$ cat src/rtl/tlb_pkg.sv
package tlb_pkg;
  localparam int unsigned VA_W      = 32;
  localparam int unsigned OFF_W     = 12;
  localparam int unsigned VPN_W     = VA_W - OFF_W;
  localparam int unsigned PFN_W     = 20;
  localparam int unsigned PTE_SHIFT = 2;

  typedef struct packed {
    logic [VPN_W-1:0] vpn;
    logic [PFN_W-1:0] pfn;
    logic             dirty;
    logic             valid;
  } pte_t;

  localparam int unsigned ENTRY_W = $bits(pte_t);

  // address of the page table entry for a page number
  function automatic logic [VA_W-1:0] pte_addr(input logic [VA_W-1:0] base,
                                               input logic [VPN_W-1:0] vpn);
    return base + ({{(VA_W-VPN_W){1'b0}}, vpn} << PTE_SHIFT);
  endfunction
endpackage

$ cat src/rtl/tlb_slot_rng.sv
module tlb_slot_rng #(
  parameter int unsigned IDX_W = 4
) (
  input  logic             clk,
  input  logic             rst_n,
  output logic [IDX_W-1:0] slot
);
  always_ff @(posedge clk or negedge rst_n) begin
    if (!rst_n) slot <= '0;
    else        slot <= slot + 1'b1;
  end


  slot_step_chk: assert property (@(posedge clk) disable iff (!rst_n)
    1'b1 |=> slot == $past(slot) + 1'b1);
endmodule

$ cat src/rtl/tlb_ctl_regs.sv
module tlb_ctl_regs
  import tlb_pkg::*;
(
  input  logic             clk,
  input  logic             rst_n,
  input  logic             priv_super,
  input  logic             base_we,
  input  logic [VA_W-1:0]  base_wdata,
  input  logic             stage_we,
  input  pte_t             stage_wdata,
  input  logic             miss_evt,
  input  logic [VPN_W-1:0] miss_vpn,
  output pte_t             stage_q,
  output logic [VA_W-1:0]  ctx_q
);
  logic [VA_W-1:0] base_q;
  logic            base_upd, stage_upd;

  assign base_upd  = base_we  & priv_super;
  assign stage_upd = stage_we & priv_super;

  always_ff @(posedge clk or negedge rst_n) begin
    if (!rst_n) begin
      base_q  <= '0;
      stage_q <= '0;
      ctx_q   <= '0;
    end else begin
      if (base_upd)  base_q  <= base_wdata;
      if (stage_upd) stage_q <= stage_wdata;
      if (miss_evt)  ctx_q   <= pte_addr(base_q, miss_vpn);
    end
  end


  ctx_hold_chk: assert property (@(posedge clk) disable iff (!rst_n)
    !miss_evt |=> $stable(ctx_q));

  stage_user_chk: assert property (@(posedge clk) disable iff (!rst_n)
    !priv_super |=> $stable(stage_q));

  base_user_chk: assert property (@(posedge clk) disable iff (!rst_n)
    !priv_super |=> $stable(base_q));
endmodule

$ cat src/rtl/tlb_array.sv
module tlb_array
  import tlb_pkg::*;
#(
  parameter int unsigned ENTRIES = 16,
  localparam int unsigned IDX_W  = $clog2(ENTRIES)
) (
  input  logic             clk,
  input  logic             rst_n,
  input  logic             flush,
  input  logic             fill_en,
  input  logic [IDX_W-1:0] fill_idx,
  input  pte_t             fill_pte,
  input  logic             mark_en,
  input  logic [VPN_W-1:0] look_vpn,
  output logic             any_match,
  output logic [IDX_W-1:0] match_idx,
  output logic [PFN_W-1:0] match_pfn,
  output logic             match_valid,
  output logic             match_dirty
);
  logic [ENTRIES-1:0] match_vec;
  logic [ENTRIES-1:0] pres_vec;
  pte_t               ent_arr [ENTRIES];

  for (genvar g = 0; g < ENTRIES; g++) begin : g_slot
    logic pres;
    pte_t ent;
    always_ff @(posedge clk or negedge rst_n) begin
      if (!rst_n) begin
        pres <= 1'b0;
        ent  <= '0;
      end else if (flush) begin
        pres <= 1'b0;
      end else if (fill_en && fill_idx == IDX_W'(g)) begin
        pres <= 1'b1;
        ent  <= fill_pte;
      end else if (mark_en && match_idx == IDX_W'(g)) begin
        ent.dirty <= 1'b1;
      end
    end
    assign pres_vec[g]  = pres;
    assign ent_arr[g]   = ent;
    assign match_vec[g] = pres && (ent.vpn == look_vpn);
  end

  // lowest index wins
  always_comb begin
    match_idx = '0;
    for (int i = ENTRIES - 1; i >= 0; i--)
      if (match_vec[i]) match_idx = IDX_W'(i);
  end

  assign any_match   = |match_vec;
  assign match_pfn   = ent_arr[match_idx].pfn;
  assign match_valid = ent_arr[match_idx].valid;
  assign match_dirty = ent_arr[match_idx].dirty;


  flush_empty_chk: assert property (@(posedge clk) disable iff (!rst_n)
    flush |=> pres_vec == '0);

  lowest_wins_chk: assert property (@(posedge clk) disable iff (!rst_n)
    any_match |-> match_vec[match_idx] &&
      ((match_vec & ((ENTRIES'(1) << match_idx) - 1'b1)) == '0));

  dirty_set_chk: assert property (@(posedge clk) disable iff (!rst_n)
    (mark_en && !flush && !(fill_en && fill_idx == match_idx))
      |=> ent_arr[$past(match_idx)].dirty);
endmodule

$ cat src/rtl/tlb_xlate.sv
module tlb_xlate
  import tlb_pkg::*;
#(
  parameter int unsigned ENTRIES = 16,
  localparam int unsigned IDX_W  = $clog2(ENTRIES)
) (
  input  logic                clk,
  input  logic                rst_n,
  input  logic                lk_vld,
  input  logic [VA_W-1:0]     lk_vaddr,
  input  logic                lk_write,
  input  logic                priv_super,
  input  logic                flush,
  input  logic                base_we,
  input  logic [VA_W-1:0]     base_wdata,
  input  logic                stage_we,
  input  logic [ENTRY_W-1:0]  stage_wdata,
  input  logic                wr_rand,
  output logic                lk_hit,
  output logic [VA_W-1:0]     lk_paddr,
  output logic                lk_dirty,
  output logic                miss_exc,
  output logic                pfault,
  output logic [VA_W-1:0]     ctx_addr
);
  logic [VPN_W-1:0] look_vpn;
  logic [IDX_W-1:0] rnd_slot, match_idx;
  logic [PFN_W-1:0] match_pfn;
  logic             any_match, match_valid, match_dirty;
  logic             fill_en, mark_en;
  pte_t             stage_q;

  assign look_vpn = lk_vaddr[VA_W-1:OFF_W];
  assign fill_en  = wr_rand & priv_super;
  assign mark_en  = lk_hit & lk_write;

  tlb_slot_rng #(.IDX_W(IDX_W)) u_rng (
    .clk(clk), .rst_n(rst_n), .slot(rnd_slot));

  tlb_ctl_regs u_regs (
    .clk(clk), .rst_n(rst_n), .priv_super(priv_super),
    .base_we(base_we), .base_wdata(base_wdata),
    .stage_we(stage_we), .stage_wdata(pte_t'(stage_wdata)),
    .miss_evt(miss_exc), .miss_vpn(look_vpn),
    .stage_q(stage_q), .ctx_q(ctx_addr));

  tlb_array #(.ENTRIES(ENTRIES)) u_arr (
    .clk(clk), .rst_n(rst_n), .flush(flush),
    .fill_en(fill_en), .fill_idx(rnd_slot), .fill_pte(stage_q),
    .mark_en(mark_en), .look_vpn(look_vpn),
    .any_match(any_match), .match_idx(match_idx),
    .match_pfn(match_pfn), .match_valid(match_valid),
    .match_dirty(match_dirty));

  assign lk_hit   = lk_vld & any_match & match_valid;
  assign pfault   = lk_vld & any_match & ~match_valid;
  assign miss_exc = lk_vld & ~any_match;
  assign lk_dirty = lk_vld & any_match & match_dirty;
  assign lk_paddr = lk_hit ? {match_pfn, lk_vaddr[OFF_W-1:0]} : '0;


  one_outcome_chk: assert property (@(posedge clk) disable iff (!rst_n)
    $onehot0({lk_hit, miss_exc, pfault}));

  offset_pass_chk: assert property (@(posedge clk) disable iff (!rst_n)
    lk_hit |-> lk_paddr[OFF_W-1:0] == lk_vaddr[OFF_W-1:0]);

  idle_quiet_chk: assert property (@(posedge clk) disable iff (!rst_n)
    !lk_vld |-> !lk_hit && !miss_exc && !pfault);
endmodule

$ cat config.mk
export PLATFORM = sky130hd
export DESIGN_NAME = tlb_xlate
export DESIGN_NICKNAME = d
export VERILOG_FILES = /design/src/rtl/tlb_pkg.sv /design/src/rtl/tlb_slot_rng.sv /design/src/rtl/tlb_ctl_regs.sv /design/src/rtl/tlb_array.sv /design/src/rtl/tlb_xlate.sv
export SDC_FILE = /design/constraint.sdc
export NUM_CORES = 2
export LEC_CHECK = 0
export BUFFER_PORTS_ARGS = -buffer_cell sky130_fd_sc_hd__buf_2
export CAP_MARGIN = 20
export CORE_AREA = 8 8 321 323
export DETAILED_ROUTE_END_ITERATION = 8
export DIE_AREA = 0 0 329 331
export GPL_ROUTABILITY_DRIVEN = 1
export PLACE_DENSITY_LB_ADDON = 0.15
export SYNTH_ARGS = -nofsm -noshare
export SYNTH_HDL_FRONTEND = slang
export SYNTH_HIERARCHICAL = 1
export SYNTH_SLANG_ARGS = --single-unit
export TNS_END_PERCENT = 20
$ cat constraint.sdc
create_clock -name clk -period 11 [get_ports clk]
set_input_delay 0 -clock clk [delete_from_list [all_inputs] [get_ports clk]]
set_output_delay 0 -clock clk [all_outputs]
set_load 0.02 [all_outputs]
==> results_dict.tcl <==
set metrics [dict create \
    status "finished, final reports clean" \
    area_delta_synth_final_pct 14.68 \
    wl_per_cell_um 25.66 \
    cts_tree "built" \
    period_share_pct 59.73 \
    drc 0 \
    cellPowerDensity_nw_per_um2 170.1 \
    clkTransAtPathRegs_ps 60 \
    antenna_found_initial 4 \
    nNetsFinal 3336 \
    worstMarginPinSlew_ps 1183 \
    crit_fanout 65 \
    drt_iter0_markers 1380 \
    avgSynthCellArea_um2 12.89 \
    yosysWarnings 6 \
    hpwl_um 71000 \
    dp_cells 4314 \
    gr-usage-all-layers_pct 21.23 \
    rsz0062_at_grt "no" \
    cts-buffers-inserted 90 \
    slew_viol_final 0 \
    fillers 8834 \
    vias_per_cell 5.578 \
    ant_nets 0 \
    hold_class "in2async" \
    vias 25410 \
    fp.dieH_um 331 \
    grt_pass1_vias 27240 \
    cts_root_buf "clkbuf_16" \
    maxCapViolCount 0 \
    grt_pass1_wl_um 176300 \
    power_leakage_nw 20.06 \
    crit_type "reg2out" \
    max_freq_mhz 152.2 \
    worstSetupStartpointType "flip-flop" \
    start_util_pct 39.77 \
    globalRoute.totalOverflow 0 \
    die_area_um2 108900 \
    port-buffer-count 182 \
    core_area_um2 97700 \
    grt_max_degree 178 \
    crit_required_ps 11000 \
    clk_latency_ps 660 \
    synthCells 3015 \
    num_rows 115 \
    cp-end-kind "output port" \
    slew_headroom_pct 20.38 \
    htreeDepth 3 \
    met2_usage_pct 35.33 \
    clock_skew_ps 37.35 \
    hold_viol_final 0 \
    grt_use_met1_pct 28.30 \
    gp_congestion 0.8334 \
    finalSetupViolCount 0 \
    dr.pass1.iters 5 \
    clkSinkCount 798 \
    fin_cells 4555 \
    synthesis.area_um2 38850 \
    fin_crit_ps 6570 \
    routed_wl_um 116900 \
    grt_use_met3_pct 3.392 \
    cts_buffer_depth 3 \
    peakVddDrop_uv 120.1 \
    num_io_pins 183 \
    crit_arrival_ps 6570 \
    setup_tns_ps 0 \
    syn-num-nets 3152 \
    die_x_um 329 \
    drive_gt1_share_pct 36.16 \
    top_usage_layer "met2" \
]
metrics by stage:
stage | area [µm²] | util, % | worst slack [ps] | power, mW | hold slack (ps)
final | 44560 | 45.61 | 4430 | 7.579 | 22.48
after global routing | 44550 | 45.60 | 4077 | 7.914 | 39.67
after CTS | 44470 | 45.52 | 4354 | 7.673 | 11.83
after detailed placement | 40730 | 41.68 | 4965 | 4.594 | 109.4
after global placement | 40720 | 41.68 | 4976 | 4.557 | 102.7
after floorplan | 38850 | - | 6961 | 4.184 | -295.6
layer usage:
metal | vias to the layer above | wire, µm
met5 | - | 0
met4 | 0 | 3593
met3 | 215 | 4476
met2 | 583 | 56410
met1 | 13390 | 52400
li1 | 11220 | -
placed cells by master, fill, tap and decap left out, types with 45 or more instances in the layout:
cell type and count:
nand2_1 122, nand4_1 72, xor2_1 135, clkbuf_16 92, xnor2_1 197, buf_2 183
buf_4 52, dfrtp_1 798, nor4_1 45, mux2i_1 154, mux2_2 748, dlygate4sd3_1 76
critical path: stages, from the launching register on:
cell	delay [ps]
dfrtp_1	400
xnor2_1	380
nand4_1	160
nor4_1	550
nand4_1	430
nand4_1	280
o221ai_2	180
a21oi_4	390
buf_4	790
buf_4	970
mux2i_1	300
o22ai_1	110
a211oi_1	340
o211ai_1	180
and4_1	240
buf_2	160
final timing paths:
check	from	slack, ps	cells past startpoint	endpoint
min	rst_n	20	2	u_arr/ent_arr[148]$_DFFE_PN0P_
max in group asynchronous	rst_n	8570	4	u_arr/ent_arr[263]$_DFFE_PN0P_
min reg2reg	u_arr/g_slot[12].pres$_DFFE_PN0P_	470	1	u_arr/g_slot[12].pres$_DFFE_PN0P_
max reg2reg	u_arr/ent_arr[451]$_DFFE_PN0P_	5530	16	u_arr/ent_arr[85]$_DFFE_PN0P_
min in group clk	base_we	50	4	u_regs/base_q[15]$_DFFE_PN0P_
max	u_arr/ent_arr[241]$_DFFE_PN0P_	4430	15	lk_paddr[29]
where the power goes:
part           total [mW]  switching (mW)  internal, mW
sequential           3.58           0.334          3.25
clock                3.02            1.21          1.81
combinational       0.979           0.494         0.485
total                7.58            2.04          5.54
flip-flops by register name, summed over array words and instances (netlist names):
signal             cells
u_rng/slot             4
u_regs/stage_q        42
u_arr/g_slot.pres     16
u_regs/ctx_q          32
u_arr/ent_arr        672
u_regs/base_q         32
what timing repair did:
action / 4_1_cts / 5_1_grt
setup buffers: 0 / 0
hold buffers: 76 / 0
setup endpoints to repair: 0 / 0
gates resized for setup: 0 / 0
endpoints found under the hold margin: 175 / 0
layout make-up:
| type | count | area (µm²) | share of cell area [%] |
|---|---|---|---|
| sequential | 798 | 19970 | 44.82 |
| multi-input combinational | 1967 | 17700 | 39.72 |
| clock buffer | 133 | 2696 | 6.052 |
| timing repair buffer | 317 | 2197 | 4.931 |
| tap | 1287 | 1610 | 3.614 |
| clock inverter | 26 | 289.0 | 0.6487 |
| inverter | 25 | 93.84 | 0.2106 |
| antenna | 2 | 5.005 | 0.01123 |
(Power assumes the default switching activity.)
